**src/rtl/rng_word_pkg.sv**
```systemverilog
package rng_word_pkg;

  // widest lane supported by the tap table
  localparam int MAX_W = 32;

  // tap positions (bit indices) for the XNOR feedback of each supported width
  function automatic logic [MAX_W-1:0] tap_mask(input int w);
    logic [MAX_W-1:0] m;
    case (w)
      8:       m = 32'h0000_00B8;   // bits 7,5,4,3
      24:      m = 32'h00E1_0000;   // bits 23,22,21,16
      32:      m = 32'h8020_0003;   // bits 31,21,1,0
      default: m = 32'h0000_D008;   // 16: bits 15,14,12,3
    endcase
    return m;
  endfunction

  // fresh bit produced by a lane in state s
  function automatic logic fresh_bit(input logic [MAX_W-1:0] s, input int w);
    return ~(^(s & tap_mask(w)));
  endfunction

  // one step of a lane, newest bit entering at bit 0
  function automatic logic [MAX_W-1:0] lane_next(input logic [MAX_W-1:0] s, input int w);
    logic [MAX_W-1:0] ones;
    ones = MAX_W'((64'd1 << w) - 64'd1);
    return ((s << 1) | MAX_W'(fresh_bit(s, w))) & ones;
  endfunction

  // per-lane constant that spreads the lanes apart
  function automatic logic [MAX_W-1:0] lane_salt(input int k);
    logic [63:0] p;
    p = 64'(k) * 64'h0000_0000_9E37_79B9;
    return p[MAX_W-1:0];
  endfunction

  // the XNOR lockup value is swapped for a legal constant
  function automatic logic [MAX_W-1:0] clean_seed(input logic [MAX_W-1:0] v, input int w);
    logic [MAX_W-1:0] ones;
    ones = MAX_W'((64'd1 << w) - 64'd1);
    return ((v & ones) == ones) ? MAX_W'(1) : (v & ones);
  endfunction

endpackage

```
**src/rtl/rng_lane.sv**
```systemverilog
module rng_lane
  import rng_word_pkg::*;
#(
  parameter int W    = 16,
  parameter int LANE = 0
) (
  input  logic         clk,
  input  logic         rst_n,
  input  logic         step_i,
  input  logic         load_i,
  input  logic [W-1:0] seed_i,
  output logic         fresh_o
);

  localparam logic [MAX_W-1:0] SALT_WIDE = lane_salt(LANE);
  localparam logic [W-1:0]     SALT      = SALT_WIDE[W-1:0];
  localparam logic [MAX_W-1:0] RST_WIDE  = clean_seed(MAX_W'(SALT), W);
  localparam logic [W-1:0]     RST_SEED  = RST_WIDE[W-1:0];

  logic [W-1:0]     state_q;
  logic [W-1:0]     seed_mix;
  logic [MAX_W-1:0] seed_clean_w;
  logic [W-1:0]     seed_clean;
  logic [MAX_W-1:0] next_w;
  logic [W-1:0]     state_next;

  assign seed_mix     = seed_i ^ SALT;
  assign seed_clean_w = clean_seed(MAX_W'(seed_mix), W);
  assign seed_clean   = seed_clean_w[W-1:0];
  assign next_w       = lane_next(MAX_W'(state_q), W);
  assign state_next   = next_w[W-1:0];
  assign fresh_o      = fresh_bit(MAX_W'(state_q), W);

  always_ff @(posedge clk or negedge rst_n) begin
    if (!rst_n)      state_q <= RST_SEED;
    else if (load_i) state_q <= seed_clean;
    else if (step_i) state_q <= state_next;
  end


  no_lockup_chk: assert property (@(posedge clk) disable iff (!rst_n)
    state_q != {W{1'b1}});


  shift_chk: assert property (@(posedge clk) disable iff (!rst_n)
    (step_i && !load_i) |=> (state_q[W-1:1] == $past(state_q[W-2:0])));


  load_chk: assert property (@(posedge clk) disable iff (!rst_n)
    load_i |=> (state_q == $past(seed_clean)));


  hold_chk: assert property (@(posedge clk) disable iff (!rst_n)
    (!step_i && !load_i) |=> $stable(state_q));

endmodule

```
**src/rtl/rng_assembler.sv**
```systemverilog
module rng_assembler #(
  parameter int N = 8
) (
  input  logic         clk,
  input  logic         rst_n,
  input  logic         en_i,
  input  logic         mode_i,
  input  logic         load_i,
  input  logic [N-1:0] fresh_i,
  output logic [N-1:0] word_o,
  output logic         valid_o
);

  localparam int              CNT_W = $clog2(N + 1);
  localparam logic [CNT_W-1:0] LAST = CNT_W'(N - 1);

  // top insertion: y = b*2^(N-1) + floor(y/2)
  function automatic logic [N-1:0] insert_top(input logic [N-1:0] y, input logic b);
    return {b, y[N-1:1]};
  endfunction

  logic [N-1:0]     word_q;
  logic [CNT_W-1:0] cnt_q;
  logic             valid_q;

  // named events
  logic ev_load, ev_par, ev_ser, ev_full;
  assign ev_load = en_i & load_i;
  assign ev_par  = en_i & ~load_i & ~mode_i;
  assign ev_ser  = en_i & ~load_i &  mode_i;
  assign ev_full = ev_ser & (cnt_q == LAST);

  always_ff @(posedge clk or negedge rst_n) begin
    if (!rst_n) begin
      word_q  <= '0;
      cnt_q   <= '0;
      valid_q <= 1'b0;
    end else if (ev_load) begin
      word_q  <= '0;
      cnt_q   <= '0;
      valid_q <= 1'b0;
    end else if (ev_par) begin
      word_q  <= fresh_i;
      cnt_q   <= '0;
      valid_q <= 1'b1;
    end else if (ev_ser) begin
      word_q  <= insert_top(word_q, fresh_i[0]);
      cnt_q   <= ev_full ? '0 : cnt_q + 1'b1;
      valid_q <= ev_full;
    end
  end

  assign word_o  = word_q;
  assign valid_o = valid_q;


  serial_shift_chk: assert property (@(posedge clk) disable iff (!rst_n)
    ev_ser |=> (word_q[N-2:0] == $past(word_q[N-1:1])));


  par_valid_chk: assert property (@(posedge clk) disable iff (!rst_n)
    ev_par |=> valid_q);


  ser_count_chk: assert property (@(posedge clk) disable iff (!rst_n)
    (ev_ser && cnt_q != LAST) |=> !valid_q);


  load_clear_chk: assert property (@(posedge clk) disable iff (!rst_n)
    ev_load |=> (word_q == '0 && !valid_q && cnt_q == '0));


  freeze_chk: assert property (@(posedge clk) disable iff (!rst_n)
    !en_i |=> ($stable(word_q) && $stable(valid_q) && $stable(cnt_q)));

endmodule

```
**src/rtl/rng_word_gen.sv**
```systemverilog
module rng_word_gen #(
  parameter int N_LANES = 8,
  parameter int LFSR_W  = 16   // 8, 16, 24 or 32
) (
  input  logic              clk,
  input  logic              rst_n,
  input  logic              en_i,
  input  logic              mode_i,
  input  logic              seed_load_i,
  input  logic [LFSR_W-1:0] seed_i,
  output logic [N_LANES-1:0] word_o,
  output logic              valid_o
);

  logic               lane_step;
  logic               lane_load;
  logic [N_LANES-1:0] fresh;

  // every lane steps on every enabled non-load cycle
  assign lane_step = en_i & ~seed_load_i;
  assign lane_load = en_i &  seed_load_i;

  for (genvar k = 0; k < N_LANES; k++) begin : g_lane
    rng_lane #(
      .W    (LFSR_W),
      .LANE (k)
    ) u_lane (
      .clk     (clk),
      .rst_n   (rst_n),
      .step_i  (lane_step),
      .load_i  (lane_load),
      .seed_i  (seed_i),
      .fresh_o (fresh[k])
    );
  end

  rng_assembler #(
    .N (N_LANES)
  ) u_asm (
    .clk     (clk),
    .rst_n   (rst_n),
    .en_i    (en_i),
    .mode_i  (mode_i),
    .load_i  (seed_load_i),
    .fresh_i (fresh),
    .word_o  (word_o),
    .valid_o (valid_o)
  );


  reset_clear_chk: assert property (@(posedge clk)
    !rst_n |-> (word_o == '0 && !valid_o));

endmodule

```
**config.mk**
```make
export PLATFORM = sky130hd
export DESIGN_NAME = rng_word_gen
export DESIGN_NICKNAME = d
export VERILOG_FILES = /design/src/rtl/rng_word_pkg.sv /design/src/rtl/rng_lane.sv /design/src/rtl/rng_assembler.sv /design/src/rtl/rng_word_gen.sv
export SDC_FILE = /design/constraint.sdc
export NUM_CORES = 1
export LEC_CHECK = 0
export BUFFER_PORTS_ARGS = -buffer_cell sky130_fd_sc_hd__buf_4
export CORE_AREA = 2 2 117 119
export CTS_CLUSTER_SIZE = 10
export DETAILED_ROUTE_END_ITERATION = 10
export DIE_AREA = 0 0 119 121
export PLACE_DENSITY = 0.73
export REMOVE_ABC_BUFFERS = 1
export SLEW_MARGIN = 15
export SYNTH_ARGS = -nofsm -noshare
export SYNTH_HDL_FRONTEND = slang
export SYNTH_SLANG_ARGS = --single-unit
```
**constraint.sdc**
```tcl
create_clock -name clk -period 1.3 [get_ports clk]
set_input_delay 0.195 -clock clk [delete_from_list [all_inputs] [get_ports clk]]
set_output_delay 0.195 -clock clk [all_outputs]
set_load 0.01 [all_outputs]
```
### Word level (Yosys, flattened, before mapping)

Index checks and enable logic that the tools add are counted.

| word-level totals | value |
|---|---|
| flip-flop bits (word level) | 141 |
| latch bits | 0 |
| bits in writable memories | 0 |
| bits in read-only memories | 0 |
| output and inout bits | 9 |
| memories kept | 0 |

| operators by class | value |
|---|---|
| add/sub/neg operators | 1 |
| multipliers | 0 |
| div/mod/pow operators | 0 |
| order comparisons | 0 |
| eq/ne operators | 9 |
| shift-type cells | 0 |
| mux-type cells | 34 |
| bitwise gates (word level) | 30 |
| reductions and logical operators | 10 |

Operator list:

| kind | number |
|---|---|
| $mux W16 | 24 |
| $reduce_xor A32 Y1 | 8 |
| $eq A16 B16 Y1 const B | 8 |
| $or A16 B1 Y16 | 8 |
| $not A9 Y9 | 3 |
| $mux W8 | 3 |
| $not A10 Y10 | 2 |
| $mux W4 | 4 |
| $not A7 Y7 | 2 |
| $not A1 Y1 | 10 |
| $and A1 B1 Y1 | 5 |
| $add A4 B1 Y4 const B | 1 |
| $eq A4 B3 Y1 const B | 1 |
| $mux W1 | 3 |
| $reduce_bool A3 Y1 | 1 |
| $reduce_bool A2 Y1 | 1 |

### Longest topological paths before layout

Gate-level depths: netlist of the first run.

| logic depth | value |
|---|---|
| word-level depth | 8 |
| depth in mapped cells | 6 |
| depth with buffers taken out | 4 |

### Hierarchy

A second synthesis of the first run with hierarchy kept.

| second synthesis, totals | value |
|---|---|
| cell total of the unflattened synthesis | 635 |
| area total of the unflattened synthesis | 7511.0 µm² |

Modules (own cells, without submodules):

| module | times used | cells each | area an instance (µm²) | sequential area each (µm²) |
|---|---|---|---|---|
| rng_lane (g_lane[5].u_lane) | 1 | 72 | 904.6 | 409.1 |
| rng_lane (g_lane[7].u_lane) | 1 | 72 | 889.6 | 409.1 |
| rng_lane (g_lane[4].u_lane) | 1 | 70 | 885.8 | 411.6 |
| rng_lane (g_lane[3].u_lane) | 1 | 70 | 873.3 | 411.6 |
| rng_lane (g_lane[0].u_lane) | 1 | 79 | 837.1 | 400.4 |
| rng_lane (g_lane[1].u_lane) | 1 | 69 | 817.0 | 412.9 |
| rng_lane (g_lane[6].u_lane) | 1 | 70 | 814.5 | 411.6 |
| rng_lane (g_lane[2].u_lane) | 1 | 69 | 812.0 | 412.9 |
| rng_assembler | 1 | 62 | 660.6 | 325.3 |
| rng_word_gen | 1 | 2 | 16.3 | 0.0 |

### Least setup slack after synthesis of the first run

Ideal clock, no wire load.

| timing | value |
|---|---|
| path type | in2reg |
| start point | input port seed_i[9] |
| end point | register g_lane[6].u_lane.state_q[5] |
| arrival | 1.619 ns |
| data required time | 1.161 ns |
| setup slack | -0.457 ns |
| stages on the path | 5 |
| buffers on the path | 1 |
| cells stage by stage | or4_1 > or2_4 > nor4_4 > buf_6 > o221ai_1 |

| on the way | value |
|---|---|
| cells in the longest elaborated chain, start to end | 4 |

Ends and longest elaborated chain:

| element | RTL line | text |
|---|---|---|
| start, declared | rng_word_gen.sv:10 | `input logic [LFSR_W-1:0] seed_i,` |
| $not A9 Y9 (no line) | - |  |
| $eq A16 B16 Y1 | rng_word_pkg.sv:41 | `return ((v & ones) == ones) ? MAX_W'(1) : (v & ones);` |
| $mux W16 | rng_word_pkg.sv:41 |  |
| $mux W16 | rng_lane.sv:36 | `else if (load_i) state_q <= seed_clean;` |
| end signal, assigned | rng_lane.sv:36 |  |
| end signal, assigned | rng_lane.sv:37 | `else if (step_i) state_q <= state_next;` |
| end, declared | rng_lane.sv:20 | `logic [W-1:0] state_q;` |

No other way between the ends.
A chain may end at the register's enable or synchronous reset.

### Worst setup path after layout of the first run

| timing | value |
|---|---|
| start point | input port seed_i[6] |
| end point | register g_lane[4].u_lane.state_q[4] |

| on the way | value |
|---|---|
| cells in the longest elaborated chain, start to end | 4 |

Ends and longest elaborated chain:

| element | RTL line |
|---|---|
| $not A9 Y9 (no line) | - |
| $eq A16 B16 Y1 | rng_word_pkg.sv:41 |
| $mux W16 | rng_word_pkg.sv:41 |
| $mux W16 | rng_lane.sv:36 |
| end signal, assigned | rng_lane.sv:36 |
| end signal, assigned | rng_lane.sv:37 |
| end, declared | rng_lane.sv:20 |

No other way between the ends.

==> results of run 1 <==
## layer usage
metal,track usage [%],routed length [µm]
met3,6.250,1062
met1,32.81,7108
met4,9.152,359
met2,42.64,9214
met5,0,0
## through the flow
| step | setup WS, ns | hold slack [ns] | util [%] | instances | power [µW] |
|---|---|---|---|---|---|
| floorplan | -3.777 | -0.1006 | - | 576 | 6637 |
| global placement | -0.6027 | 0.1301 | 56.74 | 862 | 7591 |
| detailed placement | -0.6381 | 0.1413 | 56.74 | 862 | 7695 |
| CTS | -0.07561 | 0.1369 | 62.76 | 895 | 13010 |
| global route | -0.08932 | 0.1524 | 63.58 | 898 | 13610 |
| finish | -0.07892 | 0.1539 | 63.58 | 898 | 13060 |
## synthesized netlist by cell type, drive strengths merged
cell type / number
a211o: 1
a211oi: 1
a21o: 1
a21oi: 1
a22o: 1
a22oi: 95
a31oi: 17
and3: 2
buf: 8
clkbuf: 42
dfrtp: 80
dfstp: 61
ha: 1
inv: 11
nand2: 46
nand2b: 4
nand3: 27
nand3b: 3
nand4: 6
nand4bb: 1
nor2: 28
nor2b: 3
nor3: 3
nor3b: 3
nor4: 6
o211a: 6
o211ai: 6
o21ai: 101
o221ai: 9
o22a: 7
o2bb2ai: 1
o31ai: 1
o41a: 1
or2: 3
or3: 13
or4: 1
or4bb: 1
xnor2: 17
xor2: 7
## timing repair
| item | 4_1_cts | 5_1_grt |
|---|---|---|
| resized for setup | 32 | 14 |
| setup endpoints to repair | 68 | 33 |
| gates cloned | 1 | 2 |
| pin swaps | 19 | 12 |
| hold buffers | 1 | 0 |
| buffers inserted | 0 | 1 |
| hold endpoints to repair | 11 | 0 |
## cells by family after synthesis
logic type	Yosys count
AO/OA/AOI/OAI	249
XOR/XNOR	24
adder cells (fa/ha/maj)	1
buffers and inverters	61
flip-flops	141
AND/OR/NAND/NOR	150
## worst min-delay path: stages
cell	delay (ns)
buf_4	0.18
nand2_1	0.08
a31oi_1	0.08
## cells in the final DEF, fill, tap and decap left out, types with 6 or more instances in the layout
master     synthesis  layout
dfrtp_1           80      80
o22a_1             7       7
nand3_1           27      27
xnor2_2            0      10
xnor2_1           17       7
clkbuf_16          0      17
a31oi_1           17      17
a22oi_1           95      95
o211ai_1           6       6
o221ai_1           9       6
or3_1             12      12
o211a_1            6       6
inv_1             11      10
buf_12             0       6
nor2_1            28      26
o21ai_0          101      94
nand4_1            6       6
dfstp_2           61      61
buf_4              1     100
nand2_1           46      46
## report_power, final
group	switching, µW	internal [µW]
registers	445	5190
logic	1120	1080
clock network	1900	3320
## sequential cells by signal (all words and copies together), names as in the netlist
register,cells
u_asm.cnt_q,4
u_asm.word_o,8
u_asm.valid_o,1
g_lane.u_lane.state_q,128
## area by class of cell
class / instances / share of cell area (%)
Sequential cell: 141 / 43.33
Multi-Input combinational cell: 424 / 34.35
Timing Repair Buffer: 114 / 11.46
Clock buffer: 19 / 5.444
Tap cell: 176 / 2.647
Clock inverter: 13 / 2.256
Inverter: 11 / 0.5114
## how the worst max path moves through the flow
stage | from | end | slack [ns] | cells past startpoint
6_report | seed_i[6] | g_lane[4].u_lane.state_q[4] | -0.08 | 6
5_1_grt | seed_i[6] | g_lane[4].u_lane.state_q[7] | -0.09 | 6
4_1_cts | seed_i[6] | g_lane[4].u_lane.state_q[4] | -0.08 | 6
3_5_place_dp | seed_i[9] | g_lane[4].u_lane.state_q[3] | -0.64 | 6
3_3_place_gp | seed_i[9] | g_lane[4].u_lane.state_q[4] | -0.60 | 6
2_1_floorplan | en_i | u_asm.word_o[7] | -3.78 | 4
==> results, run 1 <==
- The share of synthesized cell area in full adder, half adder and majority cells is 0.1933%.
- The deepest level of the CTS H-tree is 4.
- The clock-pin slew on the worst setup and hold paths is 0.06 ns.
- After routing the design area is 8319 µm².
- After synthesis, the largest family of logic cells by area is compound AO/OA/AOI/OAI gates.
- Cells with a size suffix above 1 make up 34.07% of the layout.
- The setup slack of the most critical reg-to-reg path is -0.03 ns.
- The maximum resistive drop on vdd is 1001 µV.
- After detailed routing, the total wire length is 17,750 µm.
- The type of the worst setup path is input port to flop.
- Power spread over the standard cell area amounts to 1569 nW/µm².
- The top-level I/O count is 30.
- Across the whole layout, storage elements account for 3605 µm².
- The routed design could run at a clock period as short as 1.379 ns.
- The number of global-route vias before repair is 5,558.
- The worst register-to-register path begins at g_lane[2].u_lane.state_q[15].
- Sorting the synthesized cells by area gives the leading types as dfrtp_1 31%, dfstp_2 25%, a22oi_1 11%.
- In the final layout, the multi-input gates occupy 2858 µm².
- The final count of pins violating max slew is 0.
- Traced cell by cell, the critical path runs through buf_6 > or4_4 > or2_4 > nor4_4 > buf_6 > o221ai_2.
- The worst hold path cell count is 3.
- For this configuration, the core starts out at a cell density of 49.45%.
- For this block, the via count after detailed routing is 5,527.
- For hold timing, the worst endpoint is u_asm.word_o[0].
- The leakage power is 0.003477 µW.
- In this run, distinct cell masters in the synthesized netlist total 44.
- For this run, the total global-route usage over all layers was measured as 25.64%.
- The total overflow left after global routing is 0.
- The average vias per placed instance is 6.155.
- Entering global routing, the biggest net connects 61 pins.
- The detailed placer's ending HPWL is 12,050 µm.
- The average wire per cell in the routed design is 19.76 µm.
- Of the total synthesized cell area, the portion taken by AND, OR, NAND and NOR gates is 11.87%.
- The count of antenna diodes in the layout is 0.
- The cell type of the slowest stage on the worst timing path is or4_4.
- In this run the tool buffered the top-level ports with 29 buffer cells.
- The first detailed-routing pass took 5 iterations.
- Broken down by cell family, the worst path's largest delay share belongs to simple AND/OR/NAND/NOR gates.
- Summed over its instances, the top area cell type makes up 30.94% of the synthesized netlist area.
- The total of max-cap violations is 0.
- The total die area is 14,400 µm².
- The total of fill cells in the finished design is 962.
- The global placement routability congestion is 0.9529.
- The min-delay analysis places its worst path in the category input port to flop.
- The worst stage delay on the critical path is 0.53 ns.
- For this run, the post-layout net count is 731.
- The first global-routing pass estimated 28,860 µm of wire.
- The dominant cell type by area after synthesis is dfrtp_1.
- Clock skew on the completed layout was measured at 0.005549 ns.
- The number of clock buffers added by TritonCTS is 17.
- The die width is 119 µm.
- The first routing iteration left 541 violations.
- The final-report setup violation count is 25.
- The summed negative setup slack over all endpoints is -0.8443 ns.
- The count of nets left with antenna violations once routing finished came out at 0.
- The overall die height is 121 µm.
- The final critical-path share of the clock period is 106.1%.
- The hold path startpoint is mode_i.
- The clock net in this run drives a total of 141 sinks.
- After synthesis the netlist holds a flip-flop and latch count of 141.
- The most frequent cell on the critical path is buf_6.
- The largest fanout on the critical path is 8.
- The placed instances occupy a cell area of 7425 µm².
- The capture instance of the worst register-to-register path is u_asm.word_o[2].
- The DRC violations left is 0.
- The xor/xnor share of the synthesized area is 3.248%.
- The synthesized netlist devotes 25.27% of its cell area to compound gates.
- At the worst endpoint, the arrival time is 1.66 ns.
- The total of warnings raised by yosys is 0.
- Counting every instance in the synthesized netlist gives 626.
- Clock latency on the worst-skew pair, taken at its later pin, is 0.42 ns.
- The cell area after synthesis is 6471 µm².
- The nature of the critical path startpoint is an input port.
- Measured against its own limit, the worst slew margin works out to 63.14%.
- TritonCTS built the clock tree.
- Row generation in the floorplan step produced 42 rows.
- Counting both buffers and inverters, the worst setup path holds a total of 2.
- The number of endpoints with negative hold slack in the final report is 0.
- At the worst endpoint, the required time is 1.58 ns.
- At the pin with the least slew margin, the transition time is 0.5472 ns.
- Compared with the post-synthesis result, the final layout area differs by 28.56%.
- The post-layout worst setup margin is -0.07892 ns.
- Measured in cells, the most critical reg-to-reg path has a length of 5.
- The number of antenna violations at the first check in global routing came to 0.
- The number of buffers on the longest clock path is 2.
- Setup repair after global routing could not meet its margin everywhere.
- The worst setup path is captured at a flop.
- Measured against the total synthesized area, the mux share comes to 0%.
- The core region is 13,090 µm².
- The top achievable clock speed is 0.7252 GHz.
- The checks that failed: setup timing.
- The run finished, with violations left.
- The cell chosen for the clock root is clkbuf_16.
- The portion of the post-synthesis area used by sequential elements is 55.70%.
- The average cell area after synthesis is 10.34 µm².
Note: power is estimated with default switching activity, not from simulation.
==> run 2: changes to the inputs <==
Clock period 1.3 ns to 1.2 ns, I/O delays scaled along.
==> results, run 2 (synthesis gave the netlist of run 1 again) <==
- The total die area is 14,400 µm² (unchanged).
- The overall via count from detail_route was 5,950 (was 5,527).
- The clock latency of the later-clocked register in the worst-skew pair came to 0.42 ns (about the same).
- The register with the most flip-flops was g_lane.u_lane.state_q (unchanged).
- The starting utilization of the core area is 49.45% (unchanged).
- The average wire per cell in the routed design is 21.09 µm (was 19.76 µm).
- The clock tree from TritonCTS was yes (unchanged).
- The final core utilization came to 67.20% (was 63.58%).
- Timing would allow up to 0.7237 GHz.
- The global placement routability congestion came to 0.9521 (was 0.9529).
- The antenna violation net count after detailed routing was 0 (unchanged).
- Unrepaired setup endpoints after global routing: yes (unchanged).
- The clock sink count is 141 (unchanged).
- Violations in the final reports: setup timing (unchanged).
- The power density over cell area was 1582 nW/µm² (was 1569 nW/µm²).
- The top-level I/O count is 30 (unchanged).
- The final-report setup violation count is 62 (was 25).
- The data arrival time at the worst-slack endpoint came to 1.71 ns (was 1.66 ns).
- The nature of the critical path startpoint is an input port (unchanged).
- The number of buffers on the longest clock path is 2 (unchanged).
- Dividing the final minimum period by the clock period gives 115.1%.
- The area of the core region came to 13,090 µm² (unchanged).
- The deepest level of the CTS H-tree is 4 (unchanged).
- The final count of pins violating max slew is 0 (unchanged).
- The share of post-route cells with drive strength above 1 is 42.69% (was 34.07%).
- The required time of the worst setup path is 1.53 ns (was 1.58 ns).
- The maximum number of pins on one net before global-route repair is 64 (was 61).
- The origin of the critical flop-to-flop path is g_lane[2].u_lane.state_q[14] (was g_lane[2].u_lane.state_q[15]).
- The pre-CTS setup slack came to -0.7412 ns (was -0.6381 ns).
- The clock-pin slew on the worst setup and hold paths came to 0.06 ns (about the same).
- The most common library cell in the layout ignoring fill and taps is buf_4 (unchanged).
- Result of the run: finished with violations (unchanged).
- The detailed placer's ending HPWL was 12,220 µm (was 12,050 µm).
- The count of buffers from port buffering is 29 (unchanged).
- The beginning of the critical path is seed_i[6] (unchanged).
- The die width is 119 µm (unchanged).
- The maximum resistive drop on vdd was 1145 µV (was 1001 µV).
- The wire length of the first global-routing pass was 30,220 µm (was 28,860 µm).
- The number of global-route vias before repair is 5,865 (was 5,558).
- The number of flip-flops in the largest register came to 128 (unchanged).
- The number of antenna violations at the first check in global routing came to 0 (unchanged).
- The sort of element at the end of the critical path is a flop (unchanged).
- The post-layout worst setup margin is -0.1817 ns (was -0.07892 ns).
- The hold path startpoint is mode_i (unchanged).
- The average vias per placed instance came to 6.412 (was 6.155).
- The leakage power was 0.003750 µW (was 0.003477 µW).
- The number of violations reported at the end of detailed-routing iteration 0 is 619 (was 541).
- The DRC violations left is 0 (unchanged).
- The count of antenna diodes in the layout is 0 (unchanged).
- The number of search-and-repair iterations in the first detailed-routing pass is 6 (was 5).
- The overall die height was 121 µm (unchanged).
- The total of max-cap violations is 0 (unchanged).
- The number of buffers created by CTS was 17 (unchanged).
- Most frequent cells in the layout: 115 x buf_4, 95 x a22oi_1, 80 x dfrtp_1 (was 100 x buf_4, 95 x a22oi_1, 94 x o21ai_0).
- The cell chosen for the clock root is clkbuf_16 (unchanged).
- The worst-case headroom to the max-slew limit is 58.44% (was 63.14%).
- The site row count was 42 (unchanged).
- The total routing usage reported by global routing is 26.83% (was 25.64%).
- The number of endpoints with negative hold slack in the final report was 0 (unchanged).
- The transition time at the pin with the least slew margin is 0.6169 ns (was 0.5472 ns).
- The class of the tightest hold or removal check is input port to flop (unchanged).
- The total number of nets in the final design came to 761 (was 731).
- The type of the worst setup path is input port to flop (unchanged).
- The largest fanout on the critical path is 7 (was 8).
- The final global-route overflow total is 0 (unchanged).
- The time the worst path needs with I/O delays and setup is 1.382 ns.
- The synthesis-to-layout area growth is 35.89% (was 28.56%).
- The summed negative setup slack over all endpoints is -4.580 ns (was -0.8443 ns).
- The setup clock skew after layout is 0.008096 ns (was 0.005549 ns).
- The wire length reported by the detailed router is 19,580 µm (was 17,750 µm).
-- run 2: cell count changes in the layout (fill, tap and decap cells not counted), moves of 6 or more --
cell and change:
o21ai_0 -35, o21ai_2 +27, buf_4 +15, buf_6 +12
o21ai_1 +8, inv_8 +6
-- run 2: path summary, 6_finish.rpt --
path | to | slack [ns] | depth (start not counted)
setup / recovery | g_lane[4].u_lane.state_q[7] | -0.18 | 6
hold reg to reg | u_asm.valid_o | 0.48 | 1
hold / removal | u_asm.cnt_q[3] | 0.14 | 3
min in group asynchronous | g_lane[0].u_lane.state_q[0] | 0.17 | 2
setup reg to reg | u_asm.word_o[2] | -0.13 | 4
max in group asynchronous | g_lane[2].u_lane.state_q[8] | 0.46 | 3
-- run 2: per-layer routing --
| metal | vias up | GRT usage [%] | share of wire (%) |
|---|---|---|---|
| met2 | 306 | 45.69 | 53 |
| met4 | 0 | 11.46 | 3.1 |
| met1 | 3014 | 33.28 | 38 |
| met3 | 65 | 5.592 | 6.1 |
| li1 | 2565 | - | - |
| met5 | - | 0 | 0 |
-- run 2: area by class of cell --
cell class / instances / area [µm²]
multi-input combinational: 424 / 3107
timing repair buffer: 144 / 1250
clock buffer: 17 / 425.4
clock inverter: 15 / 143.9
sequential: 141 / 3605
fill: 910 / 4292
inverter: 11 / 42.54
tap: 176 / 220.2
-- run 2: repair_timing --
action | in CTS | in global routing
endpoints found under the hold margin | 89 | 0
buffers inserted | 3 | 12
hold buffers | 1 | 0
setup endpoints to repair | 95 | 104
pin swaps | 29 | 38
cloned | 3 | 3
resized for setup | 59 | 105
-- run 2: stage by stage --
step	hold slack, ns	total power [µW]	area [µm²]	cells
finish	0.1424	13910	8793	928
global route	0.1574	14450	8793	928
CTS	0.1245	13640	8364	913
detailed placement	0.03584	8357	7522	875
global placement	0.03120	8242	7522	875
floorplan	-0.1156	7190	6272	576
-- run 2: critical path: stages --
cell and delay [ns]:
buf_6 0.09, or4_4 0.53, or2_4 0.29, nor4_4 0.27
buf_4 0.23, o21ai_0 0.12
-- run 2: power by group --
part	internal [µW]	switching, µW
Combinational	1350	1370
Sequential	5620	502
Clock	2760	2310
==> run 3: changes to the inputs <==
Settings changed: CTS_BUF_LIST set to sky130_fd_sc_hd__clkbuf_8, CTS_CLUSTER_SIZE 10 to 30.
==> results, run 3 (synthesis gave the netlist of run 1 again) <==
- The total non-filler cell area in the finished layout is 8484 µm² (was 8793 µm²).
- The average wire per cell in the routed design is 19.78 µm (was 21.09 µm).
- CP Cell Sequence: buf_6 > or4_4 > or2_4 > nor4_4 > buf_6 > o221ai_2 (was buf_6 > or4_4 > or2_4 > nor4_4 > buf_4 > o21ai_0).
- The final core utilization is 64.84% (was 67.20%).
- The critical path's top delay family is simple AND/OR/NAND/NOR gates (unchanged).
- The clock tree from TritonCTS is yes (unchanged).
- The number of endpoints with negative hold slack in the final report is 0 (unchanged).
- The maximum resistive drop on vdd is 769.4 µV (was 1145 µV).
- Most frequent cells in the layout: 123 x buf_4, 95 x a22oi_1, 83 x o21ai_0 (was 115 x buf_4, 95 x a22oi_1, 80 x dfrtp_1).
- The count of buffers from port buffering came to 29 (unchanged).
- The cell chosen for the clock root is clkbuf_8 (was clkbuf_16).
- The worst-case headroom to the max-slew limit is 57.18% (was 58.44%).
- The share of post-route cells with drive strength above 1 was 40.45% (was 42.69%).
- The instance area at placement came to 7522 µm² (unchanged).
- The number of flip-flops in the largest register is 128 (unchanged).
- The total routing usage reported by global routing was 25.92% (was 26.83%).
- Result of the run: finished with violations (unchanged).
- The site row count came to 42 (unchanged).
- The cell type of the slowest stage on the worst timing path is or4_4 (unchanged).
- The count of antenna diodes in the layout is 0 (unchanged).
- The transition time at the pin with the least slew margin is 0.6355 ns (was 0.6169 ns).
- The final critical-path share of the clock period was 112.0% (was 115.1%).
- The wire length reported by the detailed router was 18,390 µm (was 19,580 µm).
- The starting utilization of the core area is 49.45% (unchanged).
- The number of buffers created by CTS is 17 (unchanged).
- The total number of nets in the final design is 763 (was 761).
- The register with the most flip-flops was g_lane.u_lane.state_q (unchanged).
- The total die area is 14,400 µm² (unchanged).
- The number of search-and-repair iterations in the first detailed-routing pass is 5 (was 6).
- The total buffers and inverters traversed by the critical path was 2 (unchanged).
- The clock-pin slew on the worst setup and hold paths is 0.09 ns (was 0.06 ns).
- The DRC violations left is 0 (unchanged).
- The deepest level of the CTS H-tree is 4 (unchanged).
- The die width is 119 µm (unchanged).
- The sequential cell area in the final layout came to 3605 µm² (unchanged).
- The class of the tightest hold or removal check was input port to flop (unchanged).
- The final count of pins violating max slew is 0 (unchanged).
- The pre-CTS setup slack came to -0.7412 ns (unchanged).
- The nature of the critical path startpoint is an input port (unchanged).
- The clock sink count is 141 (unchanged).
- The average vias per placed instance came to 6.145 (was 6.412).
- The number of violations reported at the end of detailed-routing iteration 0 came to 511 (was 619).
- The summed negative setup slack over all endpoints is -2.745 ns (was -4.580 ns).
- The final-report setup violation count is 38 (was 62).
- Violations in the final reports: setup timing (unchanged).
- The type of the worst setup path is input port to flop (unchanged).
- The worst hold margin came to 0.1057 ns (was 0.1424 ns).
- The power density over cell area is 1472 nW/µm² (was 1582 nW/µm²).
- The top achievable clock speed is 0.7444 GHz (was 0.7237 GHz).
- The detailed placer's ending HPWL is 12,220 µm (unchanged).
- The cell that appears most often on the critical path is buf_6.
- The number of antenna violations at the first check in global routing is 0 (unchanged).
- The number of global-route vias before repair was 5,739 (was 5,865).
- The maximum number of pins on one net before global-route repair is 64 (unchanged).
- The overall die height is 121 µm (unchanged).
- The global placement routability congestion is 0.9521 (unchanged).
- The number of buffers on the longest clock path was 2 (unchanged).
- The most common library cell in the layout ignoring fill and taps is buf_4 (unchanged).
- The time the worst path needs with I/O delays and setup was 1.343 ns (was 1.382 ns).
- The worst stage delay on the critical path is 0.53 ns (about the same).
- The area occupied by multi-input gates is 3020 µm² (was 3107 µm²).
- The required time of the worst setup path is 1.53 ns (about the same).
- The total of fill cells in the finished design is 982 (was 910).
- The wire length of the first global-routing pass was 29,150 µm (was 30,220 µm).
- The data arrival time at the worst-slack endpoint is 1.67 ns (was 1.71 ns).
- The setup clock skew after layout is 0.01979 ns (was 0.008096 ns).
- The post-layout worst setup margin is -0.1434 ns (was -0.1817 ns).
- The sort of element at the end of the critical path was a flop (unchanged).
- The synthesis-to-layout area growth is 31.11% (was 35.89%).
- The final global-route overflow total is 0 (unchanged).
- The leakage power is 0.003595 µW (was 0.003750 µW).
- The total of max-cap violations came to 0 (unchanged).
- Unrepaired setup endpoints after global routing: yes (unchanged).
- The overall via count from detail_route was 5,715 (was 5,950).
- The largest fanout on the critical path is 8 (was 7).
- The antenna violation net count after detailed routing came to 0 (unchanged).
- The area of the core region is 13,090 µm² (unchanged).
- The clock latency of the later-clocked register in the worst-skew pair is 0.46 ns (was 0.42 ns).
- The top-level I/O count came to 30 (unchanged).
run 3: area by class of cell:
class | instances | area share (%)
repair buffers | 146 | 14.36
flip-flops and latches | 141 | 42.49
well taps | 176 | 2.595
clock buffers | 17 | 2.758
multi-input cells | 424 | 35.60
inverters | 11 | 0.5014
clock inverters | 15 | 1.696
run 3: worst reg2reg max path, stage by stage, from the launching register on:
cell,delay [ns]
dfstp_2,0.59
xor2_4,0.19
xnor2_2,0.11
o211ai_1,0.22
o211a_1,0.17
run 3: what timing repair did:
action | in CTS | in global routing
setup endpoints to repair | 76 | 115
pin swaps | 28 | 24
hold buffers | 1 | 0
endpoints found under the hold margin | 89 | 0
cloned | 2 | 2
buffers inserted | 7 | 12
resized for setup | 54 | 45
run 3: metrics by stage:
step	power, µW	instances
6_report	12490	930
5_1_grt	13050	930
4_1_cts	12290	916
3_5_place_dp	8357	875
3_3_place_gp	8242	875
2_1_floorplan	7190	576
run 3: final timing paths:
| check | startpoint | endpoint | slack, ns | cells past startpoint |
|---|---|---|---|---|
| worst max-delay path | seed_i[6] | g_lane[4].u_lane.state_q[4] | -0.14 | 6 |
| worst min register to register | u_asm.cnt_q[3] | u_asm.cnt_q[3] | 0.49 | 1 |
| worst min-delay path | mode_i | u_asm.cnt_q[3] | 0.11 | 3 |
| worst max register to register | g_lane[5].u_lane.state_q[3] | u_asm.word_o[5] | -0.13 | 4 |
| min in group asynchronous | rst_n | g_lane[0].u_lane.state_q[0] | 0.14 | 2 |
| max in group asynchronous | rst_n | g_lane[6].u_lane.state_q[4] | 0.50 | 3 |
run 3: layer usage:
metal	up-vias	part of all wire [%]	routed length (µm)	global-route usage, %
li1	2561	-	-	-
met1	2880	40	7376	32.71
met2	230	52	9516	44.94
met3	44	5.7	1044	4.370
met4	0	2.5	454	9.673
met5	-	0	0	0
run 3: power by group:
part           switching [µW]  total [µW]  internal (µW)
registers                 478        6090           5620
clock network            2120        3660           1540
logic                    1350        2740           1390
